**config.mk**
```make
export PLATFORM = sky130hd
export DESIGN_NAME = bsc_accum
export DESIGN_NICKNAME = d
export VERILOG_FILES = /design/src/rtl/bsc_accum.sv
export SDC_FILE = /design/constraint.sdc
export NUM_CORES = 1
export LEC_CHECK = 0
export BUFFER_PORTS_ARGS = -buffer_cell sky130_fd_sc_hd__buf_2
export CAP_MARGIN = 20
export CORE_ASPECT_RATIO = 0.5
export CORE_MARGIN = 2
export CORE_UTILIZATION = 52
export DETAILED_ROUTE_END_ITERATION = 10
export GPL_TIMING_DRIVEN = 1
export HOLD_SLACK_MARGIN = 0.08
export PLACE_DENSITY = 0.79
export SLEW_MARGIN = 20
export SYNTH_ARGS = -nofsm -noshare
export SYNTH_HDL_FRONTEND = slang
export SYNTH_SLANG_ARGS = --single-unit
export TNS_END_PERCENT = 50
```
**constraint.sdc**
```tcl
create_clock -name clk -period 16.5 [get_ports clk]
set_input_delay 3.3 -clock clk [delete_from_list [all_inputs] [get_ports clk]]
set_output_delay 3.3 -clock clk [all_outputs]
set_load 0.01 [all_outputs]
```
**src/rtl/bsc_accum.sv**
```systemverilog
// Deviation scoring and per-section sums. For each accepted test sample it
// computes the excursion outside [lo, hi] and adds it to the numerator of
// the chosen section. It adds hi - lo to the denominator of that section.
// After a period closes, the next scored sample restarts all sums.
// Assumes hi >= lo at every index, which the band store guarantees.
module bsc_accum #(
    parameter int CODE_W = 12,
    parameter int ACC_W  = 21,
    parameter int NSEC   = 4,
    localparam int SEL_W = $clog2(NSEC)
) (
    input  logic                  clk,
    input  logic                  rst_n,
    input  logic                  clear_i,
    input  logic                  acc_en_i,
    input  logic                  last_en_i,
    input  logic [SEL_W-1:0]      sel_i,
    input  logic [CODE_W-1:0]     code_i,
    input  logic [CODE_W-1:0]     env_lo_i,
    input  logic [CODE_W-1:0]     env_hi_i,
    output logic [NSEC*ACC_W-1:0] num_o,
    output logic [NSEC*ACC_W-1:0] den_o,
    output logic                  done_o
);
    logic [CODE_W-1:0] dev;
    logic [CODE_W-1:0] band;
    logic [ACC_W-1:0]  dev_ext;
    logic [ACC_W-1:0]  band_ext;
    logic              restart_q;
    logic              done_q;

    // Excursion outside the closed band, zero inside it.
    always_comb begin
        if (code_i > env_hi_i)      dev = code_i - env_hi_i;
        else if (code_i < env_lo_i) dev = env_lo_i - code_i;
        else                        dev = '0;
        band = env_hi_i - env_lo_i;
    end

    assign dev_ext  = {{(ACC_W-CODE_W){1'b0}}, dev};
    assign band_ext = {{(ACC_W-CODE_W){1'b0}}, band};

    // Restart flag: set after a completed period, consumed by the next score.
    always_ff @(posedge clk) begin
        if (!rst_n)         restart_q <= 1'b1;
        else if (clear_i)   restart_q <= 1'b1;
        else if (last_en_i) restart_q <= 1'b1;
        else if (acc_en_i)  restart_q <= 1'b0;
    end

    // Completion pulse, one cycle after the closing sample.
    always_ff @(posedge clk) begin
        if (!rst_n) done_q <= 1'b0;
        else        done_q <= last_en_i && !clear_i;
    end

    for (genvar s = 0; s < NSEC; s++) begin : g_sum
        logic [ACC_W-1:0] num_q;
        logic [ACC_W-1:0] den_q;
        logic             mine;

        assign mine = (sel_i == SEL_W'(s));

        // Numerator and denominator of one section.
        always_ff @(posedge clk) begin
            if (!rst_n || clear_i) begin
                num_q <= '0;
                den_q <= '0;
            end else if (acc_en_i) begin
                if (restart_q) begin
                    num_q <= mine ? dev_ext  : '0;
                    den_q <= mine ? band_ext : '0;
                end else if (mine) begin
                    num_q <= num_q + dev_ext;
                    den_q <= den_q + band_ext;
                end
            end
        end

        assign num_o[s*ACC_W +: ACC_W] = num_q;
        assign den_o[s*ACC_W +: ACC_W] = den_q;
    end

    assign done_o = done_q;
endmodule

```
==> results of run 1 <==
-- worst reg2reg max path: cells and delay by family, from the launching register on --
family          cells  cell delay, ns
simple gates        2            0.49
xor+xnor            1            0.15
flops               1            0.36
fa+ha+maj           2            0.48
compound gates      5            1.47
-- layout make-up --
| cell class | instances | area (sq um) | share of cell area [%] |
|---|---|---|---|
| multi-input cells | 1323 | 8940 | 60.0 |
| flip-flops and latches | 170 | 3400 | 22.8 |
| clock buffers | 19 | 443 | 2.97 |
| inverters | 72 | 270 | 1.81 |
| repair buffers | 232 | 1210 | 8.14 |
| well taps | 336 | 420 | 2.82 |
| clock inverters | 13 | 214 | 1.44 |
-- layer usage --
layer	track usage, %	wire, microns	vias up
met3	5.67	2790	70
met4	10.4	1020	0
li1	-	-	6333
met5	0	0	-
met2	44.9	16200	429
met1	39.0	17300	5857
-- report_power, final --
group	switching, uW	internal (uW)
Clock	178	274
Sequential	8.41	419
Combinational	273	172
Total	459	865
-- how the worst max path moves through the flow --
stage / to / slack, ns / depth (start not counted)
floorplan: g_sum[0].num_q[18] / 8.94 / 22
global placement: g_sum[0].num_q[14] / 8.15 / 22
detailed placement: g_sum[3].num_q[16] / 8.04 / 22
CTS: g_sum[0].num_q[18] / 8.48 / 22
global route: g_sum[3].num_q[20] / 8.01 / 22
finish: g_sum[3].num_q[20] / 8.42 / 22
-- Yosys cell counts (4+ instances only) --
cell type and n:
a211oi_1 21, a21o_1 19, a21oi_1 126, a21oi_2 4, a221oi_1 49, a22oi_1 15, a31oi_1 17, and2_1 7
and3_1 27, buf_1 6, buf_2 6, clkbuf_1 47, dfxtp_1 170, fa_1 11, ha_1 131, inv_1 70
nand2_1 94, nand2b_1 12, nand3_1 59, nand4_1 14, nor2_1 203, nor2b_1 20, nor3_1 68, o2111ai_1 6
o211ai_1 8, o21a_1 28, o21ai_0 122, o21ai_1 7, o221ai_1 9, o22ai_1 15, o31ai_1 4, o32ai_2 4
o41ai_1 6, or3_1 22, xnor2_1 80, xor2_1 67
-- through the flow --
step           setup WS (ns)  hold slack [ns]  util (%)
2_1_floorplan           8.94            0.496         -
3_3_place_gp            8.15            0.470      59.0
3_5_place_dp            8.04            0.473      59.1
4_1_cts                 8.48            0.483      61.8
5_1_grt                 8.01            0.508      61.8
6_report                8.42            0.478      61.8
-- registers in the layout, indices dropped and copies added, names as in the netlist --
| signal | count |
|---|---|
| done_o | 1 |
| g_sum.den_q | 84 |
| g_sum.num_q | 84 |
| restart_q | 1 |
-- logic make-up after synthesis --
family / after synthesis / synth area share, %
compound gates: 492 / 25.2
xor+xnor: 147 / 10.0
fa+ha+maj: 142 / 14.5
buf+inv: 132 / 3.98
flops: 170 / 26.5
mux: 2 / 0.176
simple gates: 540 / 19.5
==> summary.md, run 1 <==
| Metric | Value |
|---|---|
| Status | `complete, no violations` |
| Largest net degree at the start of global routing | `73` |
| Root Buffer | `clkbuf_16` |
| Most frequent cells in the layout | `211 x buf_2, 203 x nor2_1, 170 x dfxtp_1, 131 x ha_1, 126 x a21oi_1` |
| ANT cells | `0` |
| Number of synthesized flops with an enable pin | `0` |
| Synth top area share | `26.5%` |
| Cell family with most CP delay | `compound AO/OA/AOI/OAI gates` |
| Most common cell after layout, fill and taps aside | `buf_2` |
| Layout fillers | `2205` |
| H-tree Lvls | `4` |
| Max Fclk | `0.124 GHz` |
| Crit-path cells | `buf_2, inv_1, ha_1, inv_1, fa_1, a21oi_2, nor2_1, o311ai_4, a31o_4, nand2_4, o22ai_1, ha_1, inv_1, fa_1, nor2b_1, o2111ai_1, a31oi_1, a31oi_1, o21ai_0, nand3_1, xor2_1, nor2_1` |
| Core area | `24100 sq um` |
| Count of buffers from port buffering | `211` |
| Worst Hold Depth | `2` |
| Leakage | `0.00658 uW` |
| R2R cell count | `10` |
| Synthesized area per cell | `7.89 sq um` |
| # hold bufs at CTS | `0` |
| Max Cap Viol | `0` |
| Fin. Hold Viols | `0` |
| Worst VDD drop | `78.4 uV` |
| Synth area leader | `dfxtp_1` |
| First-pass GRT wire length | `58900 microns` |
| Max FO, Critical Path | `14` |
| Ys Warns | `0` |
| Fin crit share | `49.0%` |
| Hold path endpoint | `g_sum[3].den_q[2]` |
| Final net count | `2001` |
| Gate Count Post-Synth | `1625` |
| Slew Limit Fails | `0` |
| Die footprint | `26000 sq um` |
| CTS-repair resized insts | `0` |
| R2R Path End | `g_sum[2].den_q[20]` |
| Hold Crit Class | `reg2reg` |
| Main synth FF type | `dfxtp_1` |
| Vias in the first global route | `11500` |
| Die height | `115 microns` |
| Fraction of layout cells with a size suffix above 1 | `16.2%` |
| Via/cell ratio | `5.86` |
| Worst-Skew Late Latency | `0.45 ns` |
| CTS tree | `yes` |
| Drt pass-1 iters | `5` |
| Flops & latches, synth | `170` |
| Post-Layout Cell Count | `2165` |
| Area added between synthesis and finish | `16.2%` |
| 1st-iter DRT viols | `1025` |
| TritonCTS Buffers | `17` |
| Top post-synthesis cells by area | `dfxtp_1 27%, ha_1 13%, nor2_1 5.9%` |
| RR Startpoint | `g_sum[2].den_q[0]` |
| DRC | `0` |
| Post-synthesis sequential area ratio | `26.5%` |
| WP data arrival | `8.38 ns` |
| Pwr Total | `1320 uW` |
| Setup total negative slack | `0 ns` |
| Slowest stage delay, CP | `0.73 ns` |
| Minimum clock period | `8.08 ns` |
| Setup Crit Path Kind | `in2reg` |
| Die Span X | `226 microns` |
| Final Cell Area | `14900 sq um` |
| Kind of end point of the critical path | `flop` |
| Wire per inst | `17.2 microns` |
| Overall routed net length | `37300 microns` |
| Clock Path Buffers | `2` |
| Placed insts | `2133` |
| # Post-CTS Setup Buffers | `0` |
| Pwr/cell area | `88.8 nW/um^2` |
| Initial Utilization | `53.2%` |
| Clk_skew | `0.00647 ns` |
| FP Rows | `40` |
| Post-DP HPWL | `27600 microns` |
| Req. time, crit path | `16.80 ns` |
| Syn nets | `1810` |
| FFs w/ async S/R, synth | `0%` |
| Post-route antenna net violation count | `0` |
| Worst Path Buf+Inv | `4` |
| GR Overflow Total | `0` |
| Worst Min Path Start | `g_sum[3].den_q[2]` |
| Unique cell type count in the Yosys netlist | `68` |
| Final GP Congestion | `0.907` |
| Launch point of the critical path | `code_i[0]` |
| Max stage delay cell, worst path | `o22ai_1` |
| Total number of vias | `12700` |
| TritonCTS sink count | `170` |
| GRT Overall Usage | `28.5%` |
| Reg2reg setup slack | `13.40 ns` |
| Clock Pin Slew Worst Setup and Hold Paths | `0.07 ns` |
| RSZ-0062 raised after global routing | `false` |
| Post-synthesis cell area | `12800 sq um` |
| Crit start category | `input port` |
| Antenna violations before repair | `0` |
| Ports | `212` |
| Most used cell, CP | `inv_1` |
| Placed cell area | `14200 sq um` |
| Worst-Margin Slew | `1.14 ns` |
| Slew HR | `24.2%` |
| Setup-failing EPs final | `0` |
Power figures use the tool's default switching activity.
==> run 2: changes to the inputs <==
--- a/config.mk
+++ b/config.mk
@@ -5,6 +5,7 @@
 export SDC_FILE = /design/constraint.sdc
 export NUM_CORES = 1
 export LEC_CHECK = 0
+export ABC_AREA = 1
 export BUFFER_PORTS_ARGS = -buffer_cell sky130_fd_sc_hd__buf_2
 export CAP_MARGIN = 20
 export CORE_ASPECT_RATIO = 0.5
@@ -13,7 +14,7 @@
 export DETAILED_ROUTE_END_ITERATION = 10
 export GPL_TIMING_DRIVEN = 1
 export HOLD_SLACK_MARGIN = 0.08
-export PLACE_DENSITY = 0.79
+export PLACE_DENSITY = 0.81
 export SLEW_MARGIN = 20
 export SYNTH_ARGS = -nofsm -noshare
 export SYNTH_HDL_FRONTEND = slang
==> constraint.sdc (replaced) <==
create_clock -name clk -period 7.2 [get_ports clk]
set_input_delay 1.44 -clock clk [delete_from_list [all_inputs] [get_ports clk]]
set_output_delay 1.44 -clock clk [all_outputs]
set_load 0.01 [all_outputs]
==> run 2 against run 1 <==
Sequential share of layout area decreased by 2.7 points. Total power increased by 140%. First-iteration DRC count increased by 90%. Worst setup slack got worse by 6.4 ns. Critical endpoint is now g_sum[2].num_q[18]. Final cell count increased by 40%. Non-clock buffer count decreased by 11. Via count increased by 33%. Register-to-register slack got worse by 9.5 ns. Sequential cell count unchanged. Synthesized area increased by 16%. Die area increased by 16%.
==> summary.md, run 2 <==
| Metric | Value |
|---|---|
| Combinational family with the most area after synthesis | `simple AND/OR/NAND/NOR gates (was compound AO/OA/AOI/OAI gates)` |
| Vias in the first global route | `14400 (was 11500)` |
| Final GP Congestion | `1.03 (was 0.907)` |
| Mux share of post-synthesis cell area | `0% (was 0.176%)` |
| Total number of vias | `16900 (was 12700)` |
| CTS tree | `yes (unchanged)` |
| Syn nets | `2640 (was 1810)` |
| Most common cell in the netlist | `nand2_1 (was nor2_1)` |
| FFs w/ async S/R, synth | `0% (unchanged)` |
| Setup Crit Path Kind | `in2reg (unchanged)` |
| Synth Area in Compound Gates | `18.7% (was 25.2%)` |
| Root Buffer | `clkbuf_16 (unchanged)` |
| Worst Hold Depth | `1 (was 2)` |
| FP Rows | `43 (was 40)` |
| Hold WS | `0.488 ns (was 0.478 ns)` |
| 1st-iter DRT viols | `1951 (was 1025)` |
| GR Overflow Total | `0 (unchanged)` |
| Sequential Power Share | `31.4% (was 32.3%)` |
| Synth Area in Simple Gates | `33.7% (was 19.5%)` |
| Fin. Hold Viols | `0 (unchanged)` |
| Placed insts | `3000 (was 2133)` |
| Crit start category | `input port (unchanged)` |
| Fraction of layout cells with a size suffix above 1 | `11.3% (was 16.2%)` |
| Post-synthesis cell area | `14900 sq um (was 12800 sq um)` |
| Max FO, Critical Path | `14 (unchanged)` |
| # Post-CTS Setup Buffers | `0 (unchanged)` |
| Req. time, crit path | `7.58 ns (was 16.80 ns)` |
| Most used cell, CP | `nand2_1 (was inv_1)` |
| Sw Ratio | `40.2% (was 34.6%)` |
| Placed cell area | `16300 sq um (was 14200 sq um)` |
| Synth Area in XOR/XNOR | `1.47% (was 10.0%)` |
| Top post-synthesis cells by area | `dfxtp_1 23%, nand2_1 15%, ha_1 11% (was dfxtp_1 27%, ha_1 13%, nor2_1 5.9%)` |
| Flops & latches, synth | `170 (unchanged)` |
| Slowest stage delay, CP | `0.45 ns (was 0.73 ns)` |
| Post-synthesis sequential area ratio | `22.8% (was 26.5%)` |
| Synth area leader | `dfxtp_1 (unchanged)` |
| Layout fillers | `2768 (was 2205)` |
| Die Span X | `244 microns (was 226 microns)` |
| Top cells by count, synth | `603 x nand2_1, 358 x inv_1, 258 x a21oi_1 (was 203 x nor2_1, 170 x dfxtp_1, 131 x ha_1)` |
| Slew HR | `24.8% (was 24.2%)` |
| TritonCTS sink count | `170 (unchanged)` |
| First-pass GRT wire length | `78100 microns (was 58900 microns)` |
| Number of synthesized flops with an enable pin | `0 (unchanged)` |
| Drt pass-1 iters | `6 (was 5)` |
| Synthesized area per cell | `6.08 sq um (was 7.89 sq um)` |
| Final worst-path setup slack | `2.06 ns (was 8.42 ns)` |
| Status | `complete, no violations (unchanged)` |
| Gate Count Post-Synth | `2455 (was 1625)` |
| Ports | `212 (unchanged)` |
| Final Cell Area | `16900 sq um (was 14900 sq um)` |
| Ys Warns | `0 (unchanged)` |
| Clock Pin Slew Worst Setup and Hold Paths | `0.07 ns (about the same)` |
| # hold bufs at CTS | `0 (unchanged)` |
| Worst-Skew Late Latency | `0.47 ns (was 0.45 ns)` |
| Wire per inst | `16.8 microns (was 17.2 microns)` |
| RSZ-0062 raised after global routing | `false (unchanged)` |
| Final net count | `2822 (was 2001)` |
| Seq. cell area | `3400 sq um (unchanged)` |
| WP data arrival | `5.52 ns (was 8.38 ns)` |
| Reg2reg setup slack | `3.89 ns (was 13.40 ns)` |
| Post-DP HPWL | `39200 microns (was 27600 microns)` |
| RR Startpoint | `restart_q (was g_sum[2].den_q[0])` |
| Main synth FF type | `dfxtp_1 (unchanged)` |
| Slew Limit Fails | `0 (unchanged)` |
| H-tree Lvls | `4 (unchanged)` |
| Die height | `124 microns (was 115 microns)` |
| Die footprint | `30200 sq um (was 26000 sq um)` |
| Max Fclk | `0.195 GHz` |
| R2R cell count | `7 (was 10)` |
| Clock Power Share | `32.4% (was 34.1%)` |
| Psw | `1270 uW (was 459 uW)` |
| Post-Synth Adder-Cell Area | `12.5% (was 14.5%)` |
| Pwr/cell area | `186 nW/um^2 (was 88.8 nW/um^2)` |
| Clock Path Buffers | `2 (unchanged)` |
| Synth top area share | `22.8% (was 26.5%)` |
| Biggest regs | `g_sum.den_q x84, g_sum.num_q x84 (unchanged)` |
| R2R Path End | `g_sum[0].num_q[6] (was g_sum[2].den_q[20])` |
| Most common cell after layout, fill and taps aside | `nand2_1 (was buf_2)` |
| Worst VDD drop | `130 uV (was 78.4 uV)` |
| Setup WS pre-CTS | `1.72 ns (was 8.04 ns)` |
| P_int | `1880 uW (was 865 uW)` |
| Cell family with most CP delay | `simple AND/OR/NAND/NOR gates (was compound AO/OA/AOI/OAI gates)` |
| Minimum clock period | `5.14 ns` |
| Setup total negative slack | `0 ns (unchanged)` |
| Kind of end point of the critical path | `flop (unchanged)` |
| Via/cell ratio | `5.58 (was 5.86)` |
| Max Cap Viol | `0 (unchanged)` |
| TritonCTS Buffers | `17 (unchanged)` |
| Hold path endpoint | `g_sum[1].den_q[16] (was g_sum[3].den_q[2])` |
| Count of buffers from port buffering | `211 (unchanged)` |
| Worst Path Buf+Inv | `6 (was 4)` |
| Core area | `28000 sq um (was 24100 sq um)` |
| Worst Min Path Start | `g_sum[1].den_q[16] (was g_sum[3].den_q[2])` |
| DRC | `0 (unchanged)` |
| Setup-failing EPs final | `0 (unchanged)` |
| Clk_skew | `0.0155 ns (was 0.00647 ns)` |
| CTS-repair resized insts | `0 (unchanged)` |
| Most frequent cells in the layout | `603 x nand2_1, 358 x inv_1, 258 x a21oi_1, 247 x nand3_1, 214 x nor2_1 (was 211 x buf_2, 203 x nor2_1, 170 x dfxtp_1, 131 x ha_1, 126 x a21oi_1)` |
| Combinational share of power | `36.2% (was 33.6%)` |
| Fin crit share | `71.3%` |
| Overall routed net length | `50900 microns (was 37300 microns)` |
| Post-Layout Cell Count | `3033 (was 2165)` |
| Leakage | `0.00923 uW (was 0.00658 uW)` |
| Initial Utilization | `53.4% (was 53.2%)` |
| Worst-Margin Slew | `1.12 ns (was 1.14 ns)` |
| Area added between synthesis and finish | `13.4% (was 16.2%)` |
| Hold Crit Class | `reg2reg (unchanged)` |
| GRT Overall Usage | `32.9% (was 28.5%)` |
| Max stage delay cell, worst path | `fa_1 (was o22ai_1)` |
| Antenna violations before repair | `2 (was 0)` |
| Largest net degree at the start of global routing | `56 (was 73)` |
| Unique cell type count in the Yosys netlist | `43 (was 68)` |
| Area of the multi-input gates | `9910 sq um (was 8940 sq um)` |
| Post-route antenna net violation count | `0 (unchanged)` |
[run 2: cell count changes after synthesis, moves of 20 or more]
cell / delta
nand2_1: +509
inv_1: +288
nand3_1: +188
a21oi_1: +132
xnor2_1: -68
o21ai_0: +61
nor3_1: -56
xor2_1: -54
a221oi_1: -49
and3_1: -25
or3_1: -22
o21a_1: -21
nor2b_1: -20
[run 2: through the flow]
| stage | power [uW] | util [%] |
|---|---|---|
| 6_report | 3150 | 60.5 |
| 2_1_floorplan | 1790 | - |
| 4_1_cts | 3110 | 60.5 |
| 5_1_grt | 3310 | 60.5 |
| 3_5_place_dp | 2100 | 58.2 |
| 3_3_place_gp | 2090 | 58.2 |
[run 2: power by group through the flow]
| stage | clock network [uW] | logic [uW] | registers (uW) |
|---|---|---|---|
| after floorplan | 0 | 782 | 1010 |
| after global placement | 0 | 1090 | 1010 |
| after detailed placement | 0 | 1090 | 1010 |
| after CTS | 1020 | 1100 | 987 |
| after global routing | 1060 | 1260 | 990 |
| final | 1020 | 1140 | 988 |
[run 2: worst reg2reg max path: cells and delay by family (launching register included)]
| kind | cells | cell delay, ns |
|---|---|---|
| AOI/OAI and AO/OA | 1 | 0.18 |
| buffers and inverters | 4 | 1.78 |
| DFF | 1 | 0.31 |
| and+or+nand+nor | 2 | 0.97 |
[run 2: logic make-up (layout without fill, tap and decap cells)]
kind of cell / count (synthesis) / count (layout)
XOR/XNOR: 25 / 25
adder cells (fa/ha/maj): 142 / 142
other: 0 / 1
flip-flops: 170 / 170
AND/OR/NAND/NOR: 1178 / 1178
buffers and inverters: 423 / 618
AO/OA/AOI/OAI: 517 / 517
[run 2: worst max-delay path by stage]
stage / start / end / slack [ns] / cells after the start
finish: code_i[0] / g_sum[2].num_q[18] / 2.06 / 27
detailed placement: code_i[0] / g_sum[1].num_q[12] / 1.72 / 25
CTS: code_i[0] / g_sum[2].num_q[18] / 2.16 / 27
floorplan: env_lo_i[0] / g_sum[1].num_q[12] / 2.55 / 23
global route: code_i[0] / g_sum[2].num_q[18] / 1.66 / 27
global placement: code_i[0] / g_sum[1].num_q[12] / 1.82 / 25
[run 2: layout make-up]
| type | instances | area share, % |
|---|---|---|
| multi-input cells | 1862 | 58.6 |
| flip-flops and latches | 170 | 20.1 |
| inverters | 365 | 8.09 |
| repair buffers | 221 | 6.68 |
| well taps | 382 | 2.82 |
| clock buffers | 18 | 2.54 |
| clock inverters | 14 | 1.17 |
| diodes | 1 | 0.0148 |
[run 2: per-layer routing]
layer	global-route usage, %	part of all wire (%)	vias to the layer above
met3	6.81	10	77
met2	49.4	41	749
met1	47.8	47	7667
li1	-	-	8422
met4	9.07	2.2	0
met5	0	0	-
==> run 3: changes to the inputs <==
==> constraint.sdc (replaced) <==
create_clock -name clk -period 4.4 [get_ports clk]
set_input_delay 0.88 -clock clk [delete_from_list [all_inputs] [get_ports clk]]
set_output_delay 0.88 -clock clk [all_outputs]
set_load 0.01 [all_outputs]
==> run 3 against run 2 <==
Total power grew 64%. Routed wire length decreased by 0.44%. Clock skew fell by 0.0030 ns. Largest power group unchanged.
==> summary.md, run 3 (same netlist as run 2, synthesis figures left out) <==
| Metric | Value |
|---|---|
| Status | `complete, no violations (unchanged)` |
| Final net count | `2893 (was 2822)` |
| Clock Pin Slew Worst Setup and Hold Paths | `0.07 ns (about the same)` |
| Core area | `28000 sq um (unchanged)` |
| Worst Min Path Start | `g_sum[3].num_q[18] (was g_sum[1].den_q[16])` |
| Slew HR | `31.1% (was 24.8%)` |
| Setup Crit Path Kind | `in2reg (unchanged)` |
| Ports | `212 (unchanged)` |
| Worst Hold Depth | `2 (was 1)` |
| Setup WS pre-CTS | `-0.0997 ns (was 1.72 ns)` |
| # Post-CTS Setup Buffers | `0 (unchanged)` |
| GR Overflow Total | `0 (unchanged)` |
| Area added between synthesis and finish | `16.8% (was 13.4%)` |
| Cell family with most CP delay | `simple AND/OR/NAND/NOR gates (unchanged)` |
| Largest net degree at the start of global routing | `92 (was 56)` |
| Slowest stage delay, CP | `0.41 ns (was 0.45 ns)` |
| Layout fillers | `2726 (was 2768)` |
| Reg2reg setup slack | `1.83 ns (was 3.89 ns)` |
| Clk_skew | `0.0125 ns (was 0.0155 ns)` |
| Clock Path Buffers | `2 (unchanged)` |
| Worst Path Buf+Inv | `7 (was 6)` |
| Die footprint | `30200 sq um (unchanged)` |
| Overall routed net length | `50700 microns (was 50900 microns)` |
| Fin. Hold Viols | `0 (unchanged)` |
| Count of buffers from port buffering | `211 (unchanged)` |
| TritonCTS Buffers | `17 (unchanged)` |
| Post-DP HPWL | `39800 microns (was 39200 microns)` |
| Most used cell, CP | `nand2_1 (unchanged)` |
| Drt pass-1 iters | `6 (unchanged)` |
| 1st-iter DRT viols | `1655 (was 1951)` |
| Post-route antenna net violation count | `0 (unchanged)` |
| Placed insts | `3071 (was 3000)` |
| WP data arrival | `4.49 ns (was 5.52 ns)` |
| Worst VDD drop | `223 uV (was 130 uV)` |
| TritonCTS sink count | `170 (unchanged)` |
| Max FO, Critical Path | `6 (was 14)` |
| Worst-Skew Late Latency | `0.46 ns (was 0.47 ns)` |
| CTS tree | `yes (unchanged)` |
| Vias in the first global route | `14900 (was 14400)` |
| # hold bufs at CTS | `0 (unchanged)` |
| Fraction of layout cells with a size suffix above 1 | `13.6% (was 11.3%)` |
| RR Startpoint | `restart_q (unchanged)` |
| Hold Crit Class | `reg2reg (unchanged)` |
| DRC | `0 (unchanged)` |
| Worst-Margin Slew | `1.03 ns (was 1.12 ns)` |
| R2R cell count | `7 (unchanged)` |
| Post-Layout Cell Count | `3105 (was 3033)` |
| First-pass GRT wire length | `78100 microns (about the same)` |
| Pwr/cell area | `296 nW/um^2 (was 186 nW/um^2)` |
| R2R Path End | `g_sum[0].den_q[6] (was g_sum[0].num_q[6])` |
| Area of the multi-input gates | `9920 sq um (was 9910 sq um)` |
| Die Span X | `244 microns (unchanged)` |
| Placed cell area | `16800 sq um (was 16300 sq um)` |
| Pwr Total | `5170 uW (was 3150 uW)` |
| Final Cell Area | `17400 sq um (was 16900 sq um)` |
| Wire per inst | `16.3 microns (was 16.8 microns)` |
| Max Cap Viol | `0 (unchanged)` |
| Most frequent cells in the layout | `603 x nand2_1, 358 x inv_1, 258 x a21oi_1, 247 x nand3_1, 213 x nor2_1 (was 603 x nand2_1, 358 x inv_1, 258 x a21oi_1, 247 x nand3_1, 214 x nor2_1)` |
| GRT Overall Usage | `32.9% (about the same)` |
| RSZ-0062 raised after global routing | `false (unchanged)` |
| Hold path endpoint | `g_sum[3].num_q[18] (was g_sum[1].den_q[16])` |
| Max stage delay cell, worst path | `fa_1 (unchanged)` |
| Hold WS | `0.485 ns (was 0.488 ns)` |
| Seq. cell area | `3400 sq um (unchanged)` |
| Via/cell ratio | `5.56 (was 5.58)` |
| Initial Utilization | `53.4% (unchanged)` |
| Req. time, crit path | `4.81 ns (was 7.58 ns)` |
| Setup-failing EPs final | `0 (unchanged)` |
| CTS-repair resized insts | `0 (unchanged)` |
| Leakage | `0.00955 uW (was 0.00923 uW)` |
| Slew Limit Fails | `0 (unchanged)` |
| H-tree Lvls | `4 (unchanged)` |
| Antenna violations before repair | `2 (unchanged)` |
| Final worst-path setup slack | `0.323 ns (was 2.06 ns)` |
| Kind of end point of the critical path | `flop (unchanged)` |
| Root Buffer | `clkbuf_16 (unchanged)` |
| Crit start category | `input port (unchanged)` |
| Die height | `124 microns (unchanged)` |
| Fin crit share | `92.7%` |
| Minimum clock period | `4.08 ns` |
| Total number of vias | `17200 (was 16900)` |
| Biggest regs | `g_sum.den_q x84, g_sum.num_q x84 (unchanged)` |
| Max Fclk | `0.245 GHz` |
| Most common cell after layout, fill and taps aside | `nand2_1 (unchanged)` |
| FP Rows | `43 (unchanged)` |
| Final GP Congestion | `1.01 (was 1.03)` |
## run 3: cell count changes in the layout (fill, tap and decap cells not counted), moves of 2 or more
cell and change:
bufinv_16 -2, inv_8 -2, buf_4 +70, clkinv_4 +3
## run 3: routing by layer
metal / global-route usage [%] / vias to the layer above / routed length [microns]
met1: 46.7 / 7806 / 22900
met2: 50.4 / 794 / 21300
met4: 9.11 / 0 / 1040
li1: - / 8576 / -
met5: 0 / - / 0
met3: 7.35 / 73 / 5550
## run 3: how the worst max path moves through the flow
stage | slack, ns | from | endpoint | depth (start not counted)
CTS | 0.35 | env_lo_i[0] | g_sum[2].num_q[17] | 26
global placement | -0.03 | env_lo_i[0] | g_sum[2].num_q[17] | 26
finish | 0.32 | env_lo_i[0] | g_sum[2].num_q[17] | 26
floorplan | 0.31 | env_lo_i[0] | g_sum[1].num_q[12] | 23
global route | 0.01 | env_lo_i[0] | g_sum[2].num_q[17] | 26
detailed placement | -0.1 | env_lo_i[0] | g_sum[2].num_q[18] | 25
## run 3: worst reg2reg max path: cells and delay by family, from the launching register on
family	cells	cell delay, ns
AO/OA/AOI/OAI	1	0.68
buffers and inverters	4	1.10
AND/OR/NAND/NOR	2	0.37
flip-flops	1	0.31
## run 3: area by class of cell
type / count / share of cell area [%]
timing repair buffer: 292 / 9.62
clock buffer: 18 / 2.46
tap: 382 / 2.74
multi-input combinational: 1862 / 56.9
clock inverter: 14 / 0.883
inverter: 365 / 7.86
antenna: 2 / 0.0287
sequential: 170 / 19.5
## run 3: stage by stage
stage | TNS, ns | util, %
2_1_floorplan | 0 | -
3_3_place_gp | -0.0259 | 60.2
3_5_place_dp | -0.772 | 60.2
4_1_cts | 0 | 62.3
5_1_grt | 0 | 62.3
6_report | 0 | 62.3
## run 3: power breakdown
group          internal (uW)  total, uW  switching, uW  leakage [uW]
Clock                    804       1560            755      0.000284
Combinational            687       1990           1310       0.00788
Sequential              1580       1620           40.1       0.00138
Total                   3070       5170           2100       0.00955
